<file path="src/rtl/reducer_pkg.sv">
package reducer_pkg;
  localparam int SAMPLE_W = 8;
  localparam int COUNT_W  = 17;
endpackage

</file>
<file path="src/rtl/reset_sync.sv">
module reset_sync (
  input  logic clk,
  input  logic arst_n,
  output logic srst_n
);
  logic [1:0] sync_q;

  always_ff @(posedge clk or negedge arst_n) begin
    if (!arst_n) sync_q <= 2'b00;
    else         sync_q <= {sync_q[0], 1'b1};
  end

  assign srst_n = sync_q[1];
endmodule

</file>
<file path="src/rtl/sample_accumulator.sv">
module sample_accumulator #(
  parameter int Y_W   = 8,
  parameter int CNT_W = 17
) (
  input  logic                 clk,
  input  logic                 rst_n,
  input  logic                 in_valid,
  input  logic [Y_W-1:0]       in_y,
  input  logic                 clear,
  output logic [Y_W+CNT_W-1:0] total,
  output logic [CNT_W-1:0]     count,
  output logic [Y_W-1:0]       peak
);
  localparam int TOT_W = Y_W + CNT_W;

  logic [Y_W-1:0]   low_q, low_d, low_base, low_sum;
  logic [CNT_W-1:0] carry_q, carry_d, carry_base;
  logic [CNT_W-1:0] cnt_q, cnt_d, cnt_base;
  logic [Y_W-1:0]   pk_q, pk_d, pk_base;
  logic             add_carry;
  logic             acc_en;

  always_comb begin
    low_base   = clear ? '0 : low_q;
    carry_base = clear ? '0 : carry_q;
    cnt_base   = clear ? '0 : cnt_q;
    pk_base    = clear ? '0 : pk_q;
    {add_carry, low_sum} = {1'b0, low_base} + {1'b0, in_y};
    low_d   = low_base;
    carry_d = carry_base;
    cnt_d   = cnt_base;
    pk_d    = pk_base;
    if (in_valid) begin
      low_d   = low_sum;
      carry_d = carry_base + CNT_W'(add_carry);
      cnt_d   = cnt_base + CNT_W'(1);
      pk_d    = (in_y > pk_base) ? in_y : pk_base;
    end
    acc_en = clear | in_valid;
  end

  always_ff @(posedge clk or negedge rst_n) begin
    if (!rst_n) begin
      low_q   <= '0;
      carry_q <= '0;
      cnt_q   <= '0;
      pk_q    <= '0;
    end else if (acc_en) begin
      low_q   <= low_d;
      carry_q <= carry_d;
      cnt_q   <= cnt_d;
      pk_q    <= pk_d;
    end
  end

  assign total = {carry_q, low_q};
  assign count = cnt_q;
  assign peak  = pk_q;

  assert_total_tracks_R4: assert property (@(posedge clk) disable iff (!rst_n)
    (in_valid && !clear) |=> total == TOT_W'($past(total) + TOT_W'($past(in_y))));
  assert_count_step_R3: assert property (@(posedge clk) disable iff (!rst_n)
    (in_valid && !clear) |=> count == CNT_W'($past(count) + CNT_W'(1)));
  assert_clear_empty_R5: assert property (@(posedge clk) disable iff (!rst_n)
    (clear && !in_valid) |=> (count == '0 && total == '0 && peak == '0));
  assert_clear_keeps_new_R8: assert property (@(posedge clk) disable iff (!rst_n)
    (clear && in_valid) |=> (count == CNT_W'(1) && peak == $past(in_y)));
  assert_peak_rises_R2: assert property (@(posedge clk) disable iff (!rst_n)
    !clear |=> peak >= $past(peak));
endmodule

</file>
<file path="src/rtl/msb_locator.sv">
module msb_locator #(
  parameter int W     = 17,
  parameter int IDX_W = 5
) (
  input  logic [W-1:0]     vec,
  output logic [IDX_W-1:0] idx
);
  always_comb begin
    idx = '0;
    for (int i = 0; i < W; i++) begin
      if (vec[i]) idx = IDX_W'(i);
    end
  end
endmodule

</file>
<file path="src/rtl/restoring_divider.sv">
module restoring_divider #(
  parameter int NUM_W = 25,
  parameter int DEN_W = 17,
  parameter int Q_W   = 8,
  parameter int IDX_W = 5
) (
  input  logic             clk,
  input  logic             rst_n,
  input  logic             start,
  input  logic [NUM_W-1:0] num_in,
  input  logic [DEN_W-1:0] den_in,
  input  logic [IDX_W-1:0] den_msb,
  output logic             busy,
  output logic             done,
  output logic [Q_W-1:0]   quotient
);
  logic             busy_q, busy_d, done_q, done_d;
  logic [NUM_W-1:0] rem_q, rem_d, dsh_q, dsh_d, wgt_q, wgt_d, quo_q, quo_d;
  logic [Q_W-1:0]   q_q, q_d;
  logic [IDX_W-1:0] shamt;
  logic             take;
  logic             st_en;
  logic [NUM_W-1:0] quo_next;

  always_comb begin
    shamt    = IDX_W'(NUM_W - 1) - den_msb;
    take     = rem_q >= dsh_q;
    quo_next = take ? (quo_q | wgt_q) : quo_q;
    busy_d = busy_q;
    done_d = 1'b0;
    rem_d  = rem_q;
    dsh_d  = dsh_q;
    wgt_d  = wgt_q;
    quo_d  = quo_q;
    q_d    = q_q;
    if (busy_q) begin
      rem_d = take ? (rem_q - dsh_q) : rem_q;
      quo_d = quo_next;
      dsh_d = dsh_q >> 1;
      wgt_d = wgt_q >> 1;
      if (wgt_q[0]) begin
        busy_d = 1'b0;
        done_d = 1'b1;
        q_d    = (|quo_next[NUM_W-1:Q_W]) ? {Q_W{1'b1}} : quo_next[Q_W-1:0];
      end
    end else if (start) begin
      if (|den_in) begin
        busy_d = 1'b1;
        rem_d  = num_in;
        dsh_d  = NUM_W'(den_in) << shamt;
        wgt_d  = NUM_W'(1) << shamt;
        quo_d  = '0;
      end else begin
        done_d = 1'b1;
        q_d    = '0;
      end
    end
    st_en = busy_q | start;
  end

  always_ff @(posedge clk or negedge rst_n) begin
    if (!rst_n) begin
      busy_q <= 1'b0;
      done_q <= 1'b0;
    end else begin
      busy_q <= busy_d;
      done_q <= done_d;
    end
  end

  always_ff @(posedge clk or negedge rst_n) begin
    if (!rst_n) begin
      rem_q <= '0;
      dsh_q <= '0;
      wgt_q <= '0;
      quo_q <= '0;
      q_q   <= '0;
    end else if (st_en) begin
      rem_q <= rem_d;
      dsh_q <= dsh_d;
      wgt_q <= wgt_d;
      quo_q <= quo_d;
      q_q   <= q_d;
    end
  end

  assign busy     = busy_q;
  assign done     = done_q;
  assign quotient = q_q;

  logic [5:0] steps_q;
  always_ff @(posedge clk or negedge rst_n) begin
    if (!rst_n)      steps_q <= '0;
    else if (busy_q) steps_q <= steps_q + 6'd1;
    else             steps_q <= '0;
  end

  assert_step_bound_R6: assert property (@(posedge clk) disable iff (!rst_n)
    busy_q |-> (32'(steps_q) < NUM_W));
  assert_weight_onehot_R3: assert property (@(posedge clk) disable iff (!rst_n)
    busy_q |-> ($onehot0(wgt_q) && wgt_q != '0));
  assert_remainder_bound_R3: assert property (@(posedge clk) disable iff (!rst_n)
    busy_q |-> ({1'b0, rem_q} < {dsh_q, 1'b0}));
endmodule

</file>
<file path="src/rtl/peak_avg_reducer.sv">
module peak_avg_reducer
  import reducer_pkg::*;
#(
  parameter int Y_W   = SAMPLE_W,
  parameter int CNT_W = COUNT_W
) (
  input  logic           clk,
  input  logic           rst_n,
  input  logic           in_valid,
  input  logic [Y_W-1:0] in_y,
  input  logic           div_start,
  input  logic           mode_peak,
  output logic [Y_W-1:0] out_y,
  output logic           out_valid
);
  localparam int TOT_W = Y_W + CNT_W;
  localparam int IDX_W = $clog2(TOT_W);

  logic             srst_n;
  logic             accept;
  logic             div_busy, div_done;
  logic [TOT_W-1:0] acc_total;
  logic [CNT_W-1:0] acc_count;
  logic [Y_W-1:0]   acc_peak, div_q;
  logic [IDX_W-1:0] msb_idx;
  logic             mode_q, mode_d;
  logic [Y_W-1:0]   pk_q, pk_d;
  logic [Y_W-1:0]   out_q, out_d;
  logic             valid_q;

  reset_sync u_rst (.clk(clk), .arst_n(rst_n), .srst_n(srst_n));

  assign accept = div_start & ~div_busy;

  sample_accumulator #(.Y_W(Y_W), .CNT_W(CNT_W)) u_acc (
    .clk(clk), .rst_n(srst_n), .in_valid(in_valid), .in_y(in_y),
    .clear(accept), .total(acc_total), .count(acc_count), .peak(acc_peak)
  );

  msb_locator #(.W(CNT_W), .IDX_W(IDX_W)) u_msb (.vec(acc_count), .idx(msb_idx));

  restoring_divider #(.NUM_W(TOT_W), .DEN_W(CNT_W), .Q_W(Y_W), .IDX_W(IDX_W)) u_div (
    .clk(clk), .rst_n(srst_n), .start(accept), .num_in(acc_total),
    .den_in(acc_count), .den_msb(msb_idx), .busy(div_busy), .done(div_done),
    .quotient(div_q)
  );

  always_comb begin
    mode_d = accept ? mode_peak : mode_q;
    pk_d   = accept ? acc_peak  : pk_q;
    out_d  = mode_q ? pk_q : div_q;
  end

  always_ff @(posedge clk or negedge srst_n) begin
    if (!srst_n) begin
      mode_q <= 1'b0;
      pk_q   <= '0;
    end else if (accept) begin
      mode_q <= mode_d;
      pk_q   <= pk_d;
    end
  end

  always_ff @(posedge clk or negedge srst_n) begin
    if (!srst_n)       out_q <= '0;
    else if (div_done) out_q <= out_d;
  end

  always_ff @(posedge clk or negedge srst_n) begin
    if (!srst_n) valid_q <= 1'b0;
    else         valid_q <= div_done;
  end

  assign out_y     = out_q;
  assign out_valid = valid_q;

  assert_mode_held_R7: assert property (@(posedge clk) disable iff (!srst_n)
    !accept |=> $stable(mode_q));
  assert_busy_ignores_R10: assert property (@(posedge clk) disable iff (!srst_n)
    (div_start && div_busy) |=> $stable(pk_q));
  assert_out_stable_R6: assert property (@(posedge clk) disable iff (!srst_n)
    !$past(div_done) |-> $stable(out_y));
endmodule

</file>
<file path="config.mk">
export PLATFORM = sky130hd
export DESIGN_NAME = peak_avg_reducer
export DESIGN_NICKNAME = d
export VERILOG_FILES = /design/src/rtl/reducer_pkg.sv /design/src/rtl/reset_sync.sv /design/src/rtl/sample_accumulator.sv /design/src/rtl/msb_locator.sv /design/src/rtl/restoring_divider.sv /design/src/rtl/peak_avg_reducer.sv
export SDC_FILE = /design/constraint.sdc
export NUM_CORES = 1
export LEC_CHECK = 0
export BUFFER_PORTS_ARGS = -buffer_cell sky130_fd_sc_hd__buf_4
export CAP_MARGIN = 20
export CORE_AREA = 2 2 122 212
export CTS_CLUSTER_DIAMETER = 200
export DETAILED_ROUTE_END_ITERATION = 10
export DIE_AREA = 0 0 124 214
export GPL_ROUTABILITY_DRIVEN = 0
export REMOVE_ABC_BUFFERS = 1
export SLEW_MARGIN = 10
export SYNTH_ARGS = -nofsm -noshare
export SYNTH_HDL_FRONTEND = slang
export SYNTH_SLANG_ARGS = --single-unit
</file>
<file path="constraint.sdc">
create_clock -name clk -period 5.5 [get_ports clk]
set_input_delay 0.55 -clock clk [delete_from_list [all_inputs] [get_ports clk]]
set_output_delay 0.55 -clock clk [all_outputs]
set_load 0.03 [all_outputs]
</file>
==> results of run 1 <==
worst min path at each step:
stage	start	to	slack (ns)	depth (start not counted)
floorplan	rst_n	u_rst.sync_q[0]	0.25	0
global placement	rst_n	u_rst.sync_q[0]	0.33	1
detailed placement	rst_n	u_rst.sync_q[0]	0.34	1
CTS	mode_peak	mode_q	0.26	3
global route	mode_peak	mode_q	0.26	3
finish	mode_peak	mode_q	0.28	3
per-stage QoR:
stage,setup TNS [ns],hold slack [ns]
floorplan,-12.24,0.254
global placement,0,0.334
detailed placement,0,0.336
CTS,0,0.263
global route,0,0.264
finish,0,0.284
registers in the layout (all words and copies together), names as in the netlist:
name            flops
pk_q                8
u_div.dsh_q        25
out_y               8
u_acc.carry_q      17
u_acc.count        17
u_div.done          1
u_rst.sync_q        2
u_div.quo_q        25
mode_q              1
u_acc.low_q         8
out_valid           1
u_acc.peak          8
u_div.wgt_q        25
u_div.busy          1
u_div.quotient      8
u_div.rem_q        25
layout by cell type, fill, tap and decap left out, drive strengths merged, types with 7 or more instances in the layout:
cell | synthesis | layout
nand3 | 28 | 28
nand4 | 19 | 19
a22oi | 17 | 17
o211ai | 8 | 8
nand2b | 13 | 13
inv | 58 | 67
a222oi | 7 | 7
o21ai | 90 | 90
nor2b | 17 | 17
ha | 49 | 49
a31oi | 9 | 9
a211oi | 16 | 16
nand2 | 138 | 138
mux2 | 11 | 11
mux2i | 24 | 24
a221oi | 8 | 8
clkbuf | 49 | 19
buf | 27 | 36
a21oi | 130 | 130
nor2 | 113 | 113
nor4 | 13 | 13
o21bai | 10 | 10
xnor2 | 20 | 20
or3 | 10 | 10
a21o | 18 | 18
dfrtp | 180 | 180
and3 | 19 | 19
o21a | 13 | 13
o41ai | 7 | 7
xor2 | 32 | 32
nor3 | 21 | 21
critical path: stages (launching register included):
cell and delay, ns:
dfrtp_1 0.53, nor2b_1 0.12, o21bai_1 0.71, nand2_4 0.31
ha_1 0.94, inv_1 0.43, nor4_1 0.46, a31oi_1 0.12
a221oi_1 0.40, a22oi_1 0.13, o211ai_1 0.20
cell type report:
type                    instances  area, um2
clock buffers                  19        433
clock inverters                13        160
fillers                      2413      12800
inverters                      58        220
multi-input cells             930       5950
flip-flops and latches        180       4510
well taps                     312        390
repair buffers                 37        293
synth_stat cells, types with 4 or more instances:
| cell type | count |
|---|---|
| a211oi_1 | 15 |
| a21o_1 | 18 |
| a21oi_1 | 130 |
| a221o_1 | 4 |
| a221oi_1 | 6 |
| a222oi_1 | 7 |
| a22o_1 | 5 |
| a22oi_1 | 17 |
| a31o_2 | 4 |
| a31oi_1 | 9 |
| and2_1 | 5 |
| and3_1 | 19 |
| buf_1 | 6 |
| buf_2 | 17 |
| clkbuf_1 | 49 |
| dfrtp_1 | 180 |
| ha_1 | 49 |
| inv_1 | 56 |
| mux2_2 | 11 |
| mux2i_1 | 23 |
| nand2_1 | 137 |
| nand2b_1 | 13 |
| nand3_1 | 28 |
| nand4_1 | 19 |
| nor2_1 | 112 |
| nor2b_1 | 17 |
| nor3_1 | 19 |
| nor4_1 | 12 |
| o211ai_1 | 8 |
| o21a_1 | 12 |
| o21ai_0 | 77 |
| o21ai_1 | 11 |
| o21bai_1 | 10 |
| o31ai_1 | 6 |
| o41ai_1 | 7 |
| or3_1 | 9 |
| or4_1 | 4 |
| xnor2_1 | 19 |
| xor2_1 | 31 |
what timing repair did:
action,CTS,global route
hold endpoints to repair,2,0
hold buffers,1,0
gates resized for setup,0,0
logic make-up (layout without fill, tap and decap cells):
group / Yosys count / in the layout / share of synthesized area, %
flops: 180 / 180 / 41.0
other cells: 1 / 1 / 0.0341
compound gates: 385 / 385 / 22.6
simple gates: 403 / 403 / 17.1
xor+xnor: 52 / 52 / 4.28
buf+inv: 134 / 127 / 5.07
fa+ha+maj: 51 / 51 / 5.94
mux: 38 / 38 / 3.99
routing by layer:
| metal | wire [um] | vias up |
|---|---|---|
| met5 | 0 | - |
| met4 | 1370 | 0 |
| met3 | 958 | 78 |
| met2 | 15500 | 209 |
| met1 | 11900 | 4515 |
| li1 | - | 4417 |
==> flow_summary.yaml, run 1 <==
cts:
  postCtsSetupBuffers: 0
  cts_tree: "yes"
  htreeDepth: 4
  clk_path_buf_depth: 2
  clk_latency_ns: 0.47
  cts_buffers: 17
  clock-root-buffer: "clkbuf_16"
  cts.sinks: 180
  cts.clk_slew.worst_paths_ns: 0.07
placed_design:
  place_area_mm2: 0.0114
  port-buffer-count: 21
  dp_hpwl_um: 21400
  place_inst: 1516
  post-place-ws_ns: 1.20
job:
  max_cap_violations: 0
die:
  initial_utilization_pct: 44.5
  die_area_mm2: 0.0265
  die_w_um: 124
  rows: 76
  ios: 22
  core_area_mm2: 0.0247
  die_h_um: 214
layout:
  instances_no_fill: 1549
  drive_above_1_share_pct: 8.97
  antennaDiodeCount: 0
  fin_nets: 1288
  area_delta_synth_final_pct: 8.73
  final_util_pct: 48.4
  final_area_mm2: 0.0120
synthesis:
  synthCells: 1244
  synth_area_mm2: 0.0110
  yosysSeqAreaShare_pct: 41.0
  synth_seq_cells: 180
  ys.flop_type: "dfrtp_1"
  ys_types: 85
  ys_async_sr_fraction_pct: 100
  synth_edf_count: 0
  ys_warn_count: 0
  syn-mean-instance-area_um2: 8.84
  synth.largest_area_cell: "dfrtp_1"
  yosys-top-cells-area: "dfrtp_1, a21oi_1, ha_1"
  synth_top_area_share_pct: 41.0
status:
  outcome: "completed"
grt:
  grt_overflow: 0
  use_met2_pct: 41.2
  grt_pass1_vias: 9252
  use_met1_pct: 27.5
  use_met3_pct: 3.94
  grt_max_degree: 122
  grt_pass1_wl_um: 48700
  antenna_found_initial: 0
  busiest_layer: "met2"
  grt_usage_pct: 23.7
setup_path:
  cp-endpoint: "u_div.dsh_q[21]"
  worstSetupPathType: "reg2reg"
  regToRegSetupSlack_ns: 1.06
  cp_max_fo: 29
  r2r-end: "u_div.dsh_q[21]"
  reg2reg_from: "u_acc.count[14]"
  rr_worst_depth: 10
  end_kind: "flip-flop"
  crit_start: "u_acc.count[14]"
  cp.required_ns: 5.87
  crit_path_start_kind: "flip-flop"
  crit_arrival_ns: 4.82
sta:
  setup_viol: 0
  drv_slew: 0
  layout_min_cycle_time_ns: 4.44
  final_hold_viol_count: 0
  fmax_ghz: 0.225
  fin_worst_skew_ns: 0.0138
  fin_crit_sh_pct: 80.8
  worst_pin_slew_ns: 0.887
  rsz0062_at_grt: "no"
  worst_slack_ns: 1.06
  relSlewSlack_pct: 40.7
route:
  first_pass_iters: 5
  drc_errors: 0
  vias: 9219
  dr.first_iter.drc_count: 679
  routed_via_density: 5.95
  routed_wirelength_um: 29800
  ant_nets: 0
  routedWlPerCell_um: 19.2
min_path:
  hp-class: "in2reg"
Power of run 1 is not shown: default switching activity piles up to over one toggle a cycle in this logic, so the estimate is an artifact.
==> run 2, diff against run 1 <==
clock period = 4.54 ns   (was 5.5 ns; I/O delays follow)
==> run 2 against run 1 <==
Effect of this change: global-route usage up 0.064 points; maximum frequency up 10%; critical path depth up 9; first-iteration DRC count is 18% lower; via count is 0.68% lower; clock-buffer cell count did not move; core utilization decreased by 0.16 points; die area unchanged; final cell count barely moved; critical endpoint is now u_acc.carry_q[16]; highest routed layer unchanged.
==> flow_summary.yaml, run 2 (synthesis gave the netlist of run 1 again) <==
sta:
  fmax_ghz: 0.248
  drv_slew: 0
  final_hold_viol_count: 0
  layout_min_cycle_time_ns: 4.02
  rsz0062_at_grt: "no"
  setup_viol: 0
  relSlewSlack_pct: 34.6
  fin_worst_skew_ns: 0.0148
  holdWs_ns: 0.195
  fin_crit_sh_pct: 88.6
  tns_ns: 0
  worst_pin_slew_ns: 0.981
setup_path:
  max_stage_delay_ns: 0.51
  path_common_cell: "ha_1"
  crit_arrival_ns: 4.35
  end_kind: "flip-flop"
  critPathBufInv: 2
  crit_path_cell_trace: "nor2b_4, nor2b_1, ha_1, inv_1, fa_1, inv_1, a21oi_1, o21bai_1, a21oi_1, o21bai_1, a21o_1, a21o_1, ha_1, ha_1, nand3_1, nor3_1, nand3_1, xor2_1, nor2_1"
  crit_path_start_kind: "flip-flop"
  worstSetupPathType: "reg2reg"
  cp.required_ns: 4.87
  slowest_stage: "dfrtp_4"
  cp_max_fo: 12
  crit_family: "simple AND/OR/NAND/NOR gates"
grt:
  grt_pass1_vias: 9252
  grt_usage_pct: 23.7
  grt_overflow: 0
  grt_pass1_wl_um: 48700
  antenna_found_initial: 0
  grt_max_degree: 89
cts:
  clock-root-buffer: "clkbuf_16"
  ctsResizeCount: 0
  cts.sinks: 180
  clk_latency_ns: 0.46
  cts_buffers: 17
  hold_buffers: 1
  cts_tree: "yes"
  htreeDepth: 4
  clk_path_buf_depth: 2
  postCtsSetupBuffers: 0
  cts.clk_slew.worst_paths_ns: 0.07
route:
  routedWlPerCell_um: 19.1
  drc_errors: 0
  ant_nets: 0
  routed_wirelength_um: 29600
  first_pass_iters: 5
  routed_via_density: 5.91
  dr.first_iter.drc_count: 554
  vias: 9156
die:
  initial_utilization_pct: 44.5
  ios: 22
  die_w_um: 124
  die_area_mm2: 0.0265
  rows: 76
  core_area_mm2: 0.0247
  die_h_um: 214
min_path:
  hp-class: "in2reg"
layout:
  drive_above_1_share_pct: 9.13
  final_cell_mix: "dfrtp_1, nand2_1, a21oi_1, nor2_1, o21ai_0"
  area_delta_synth_final_pct: 8.37
  layout_commonest_cell: "dfrtp_1"
  antennaDiodeCount: 0
  fin_nets: 1290
job:
  max_cap_violations: 0
placed_design:
  port-buffer-count: 21
  dp_hpwl_um: 21200
status:
  outcome: "completed"
run 2: changes by cell type in the layout (fill, tap and decap cells not counted):
| cell | previous run | this run |
|---|---|---|
| buf_4 | 35 | 37 |
| bufinv_16 | 2 | 0 |
| clkbuf_1 | 2 | 1 |
| clkbuf_8 | 0 | 1 |
| clkinv_2 | 1 | 2 |
| clkinv_4 | 1 | 2 |
| clkinvlp_4 | 0 | 3 |
| inv_6 | 6 | 4 |
| inv_8 | 3 | 1 |
run 2: final timing paths:
path | start | end | slack [ns] | cells past startpoint
max | u_div.busy | u_acc.carry_q[16] | 0.52 | 19
min | mode_peak | mode_q | 0.19 | 3
max reg2reg | u_div.busy | u_acc.carry_q[16] | 0.52 | 19
min reg2reg | u_rst.sync_q[0] | u_rst.sync_q[1] | 0.35 | 0
max in group asynchronous | u_rst.sync_q[1] | u_div.quo_q[18] | 3.03 | 1
min in group asynchronous | rst_n | u_rst.sync_q[1] | 0.31 | 2
run 2: through the flow:
stage          instances  worst slack, ns  utilization [%]  cell area [um2]
6_report            1550            0.515             48.2            11900
5_1_grt             1550            0.223             48.2            11900
4_1_cts             1550            0.466             48.2            11900
3_5_place_dp        1518            0.273             46.0            11400
3_3_place_gp        1518            0.380             46.0            11400
2_1_floorplan       1168            -2.07                -            10700
run 2: per-layer routing:
| metal | GRT usage [%] | routed length, um |
|---|---|---|
| met1 | 27.7 | 11900 |
| met2 | 41.3 | 15600 |
| met3 | 4.23 | 893 |
| met4 | 11.3 | 1240 |
| met5 | 0 | 0 |
run 2: final cells by class:
type | count | area, um2
inverter | 58 | 220
timing repair buffer | 39 | 308
sequential | 180 | 4510
clock inverter | 12 | 96.3
multi-input combinational | 930 | 5950
clock buffer | 19 | 443
tap | 312 | 390
fill | 2422 | 12800
run 2: tightest hold or removal path: cells and delay by family:
family,cells,cell delay [ns]
buffers and inverters,1,0.08
and+or+nand+nor,2,0.09
Power of run 2 is left out for the same reason.
==> run 3, diff against run 2 <==
CORE_AREA = 2 2 123 215   (was 2 2 122 212)
DIE_AREA = 0 0 125 217   (was 0 0 124 214)
RECOVER_POWER = 50   (was not set)
SYNTH_HIERARCHICAL = 1   (was not set)
==> run 3 against run 2 <==
Effect of this change: the flow now finishes with violations (max-capacitance violations, max-slew violations); clock-buffer cell count up 2; final area up 3.3%; critical path depth down 6; core utilization down 0.078 points; worst hold slack better by 0.040 ns; global-route usage down 0.81 points; sequential cell count unchanged; wire length up 1.5%; final cell count up 3.4%; die area up 2.2%; critical endpoint is now u_div/wgt_q[7].
==> flow_summary.yaml, run 3 <==
sta:
  relSlewSlack_pct: -83.1
  worst_pin_slew_ns: 2.75
  setup_viol: 0
  fin_crit_sh_pct: 87.4
  fin_worst_skew_ns: 0.0102
  fmax_ghz: 0.252
  layout_min_cycle_time_ns: 3.97
  drv_slew: 68
  final_hold_viol_count: 0
  rsz0062_at_grt: "no"
  worst_slack_ns: 0.570
synthesis:
  synth_top_area_share_pct: 39.8
  yosys-top-cells-area: "dfrtp_1, a21oi_1, ha_1"
  synth_seq_cells: 180
  ys.flop_type: "dfrtp_1"
  yosysSeqAreaShare_pct: 39.8
  synthCells: 1278
  ys_async_sr_fraction_pct: 100
  synthTopCellsByCount: "dfrtp_1, a21oi_1, nand2_1, nor2_1, o21ai_0"
  synth.largest_area_cell: "dfrtp_1"
  synth.most_common_cell: "dfrtp_1"
  synth_edf_count: 0
  ys_types: 76
  ys_warn_count: 6
  synth_area_mm2: 0.0113
  syn-mean-instance-area_um2: 8.87
cts:
  ctsResizeCount: 0
  htreeDepth: 4
  cts.sinks: 180
  cts_tree: "yes"
  cts_buffers: 17
  clk_latency_ns: 0.45
  clk_path_buf_depth: 2
  cts.clk_slew.worst_paths_ns: 0.07
  clock-root-buffer: "clkbuf_16"
  postCtsSetupBuffers: 0
  hold_buffers: 1
setup_path:
  worstSetupPathType: "reg2reg"
  cp_max_fo: 16
  end_kind: "flip-flop"
  regToRegSetupSlack_ns: 0.57
  crit_path_start_kind: "flip-flop"
  cp.required_ns: 4.91
  crit_arrival_ns: 4.34
route:
  drc_errors: 0
  routed_wirelength_um: 30000
  ant_nets: 0
  routedWlPerCell_um: 18.7
  dr.first_iter.drc_count: 562
  vias: 9276
  first_pass_iters: 5
  routed_via_density: 5.79
pwr:
  vdd_drop_max_mv: 0.376
  power.share.sequential_pct: 26.2
  combPwrFrac_pct: 58.0
  swShare_pct: 46.4
  p_int_w: 0.00525
  powerDensity_mw_per_mm2: 795
  p_sw_w: 0.00454
  power_frac_clock_pct: 15.8
  leakagePower_nw: 5.51
layout:
  antennaDiodeCount: 0
  final_cell_mix: "dfrtp_1, a21oi_1, nand2_1, nor2_1, o21ai_0"
  final_util_pct: 48.1
  area_delta_synth_final_pct: 8.64
  drive_above_1_share_pct: 8.11
  layout_commonest_cell: "dfrtp_1"
  nFillCells: 2465
  fin_nets: 1334
die:
  rows: 78
  die_h_um: 217
  initial_utilization_pct: 44.3
  ios: 22
  die_area_mm2: 0.0271
  die_w_um: 125
  core_area_mm2: 0.0256
grt:
  grt_pass1_vias: 9479
  grt_usage_pct: 22.9
  grt_overflow: 0
  grt_pass1_wl_um: 49900
  grt_max_degree: 74
  antenna_found_initial: 0
min_path:
  hp-class: "in2reg"
placed_design:
  port-buffer-count: 21
  dp_hpwl_um: 21800
  post-place-ws_ns: 0.644
status:
  violations: "max-capacitance violations, max-slew violations"
  outcome: "finished, violations left"
job:
  max_cap_violations: 1
-- run 3: changes by cell type after synthesis, sizes merged, moves of 10 or more --
| cell | change |
|---|---|
| nor2 | -14 |
| a22oi | -17 |
| and3 | -10 |
| xor2 | -10 |
| mux2 | +12 |
| xnor2 | +17 |
| nor2b | +12 |
| mux2i | +33 |
| a21oi | +24 |
| o21ai | +13 |
| nor3 | +21 |
-- run 3: logic make-up (layout without fill, tap and decap cells) --
group	after synthesis	after routing	share of synthesized area, %
and+or+nand+nor	401	401	16.9
AOI/OAI and AO/OA	375	375	20.0
DFF	180	180	39.8
buffers and inverters	129	133	4.94
muxes	81	81	7.85
xor gates and xnor gates	59	59	4.56
adders and majority gates	52	52	5.88
other	1	1	0.0331
-- run 3: worst paths after layout --
path | cells after the start | from | endpoint
max in group asynchronous | 1 | u_rst/sync_q[1] | u_acc/count[11]
min in group asynchronous | 2 | rst_n | u_rst/sync_q[1]
max reg2reg | 13 | u_acc/count[3] | u_div/wgt_q[7]
min reg2reg | 0 | u_rst/sync_q[0] | u_rst/sync_q[1]
max | 13 | u_acc/count[3] | u_div/wgt_q[7]
min | 2 | mode_peak | mode_q
-- run 3: layer usage --
metal	track usage, %	wire (um)	vias up
met5	0	0	-
met4	10.1	1130	0
met3	3.29	672	55
met2	42.8	16300	158
met1	25.7	11900	4525
li1	-	-	4538
-- run 3: stage by stage --
| stage | instances | setup TNS (ns) | instance area, um2 | power (W) | hold WS (ns) |
|---|---|---|---|---|---|
| floorplan | 1204 | -332.32 | 11000 | 0.00670 | 0.158 |
| global placement | 1568 | 0 | 11800 | 0.00819 | 0.239 |
| detailed placement | 1568 | 0 | 11800 | 0.00826 | 0.239 |
| CTS | 1601 | 0 | 12400 | 0.00985 | 0.216 |
| global route | 1602 | 0 | 12300 | 0.0106 | 0.230 |
| finish | 1602 | 0 | 12300 | 0.00979 | 0.234 |
-- run 3: critical path, stage by stage (launching register included) --
cell and delay [ns]:
dfrtp_1 0.49, nor2_1 0.10, o311ai_1 0.30, a311oi_1 0.15, nor2_1 0.24, inv_1 0.13, ha_1 0.27, inv_1 0.07
o21ai_0 0.15, xnor2_1 0.80, nand2_1 0.61, nor3_1 0.35, a21oi_1 0.06, o21ai_0 0.15
-- run 3: layout make-up --
type                    count  area [um2]  share of cell area, %
well taps                 320         400                   3.25
clock buffers              21         470                   3.82
repair buffers             46         310                   2.52
inverters                  55         206                   1.68
multi-input cells         969        6270                   51.0
flip-flops and latches    180        4510                   36.6
clock inverters            11         139                   1.13
-- run 3: power groups by stage --
stage,Combinational [W],Clock [W],Sequential (W)
finish,0.00568,0.00154,0.00256
floorplan,0.00409,0,0.00261
global route,0.00628,0.00165,0.00264
global placement,0.00560,0,0.00259
detailed placement,0.00566,0,0.00260
CTS,0.00569,0.00158,0.00257
No activity file was read; power rests on OpenSTA's default activity.
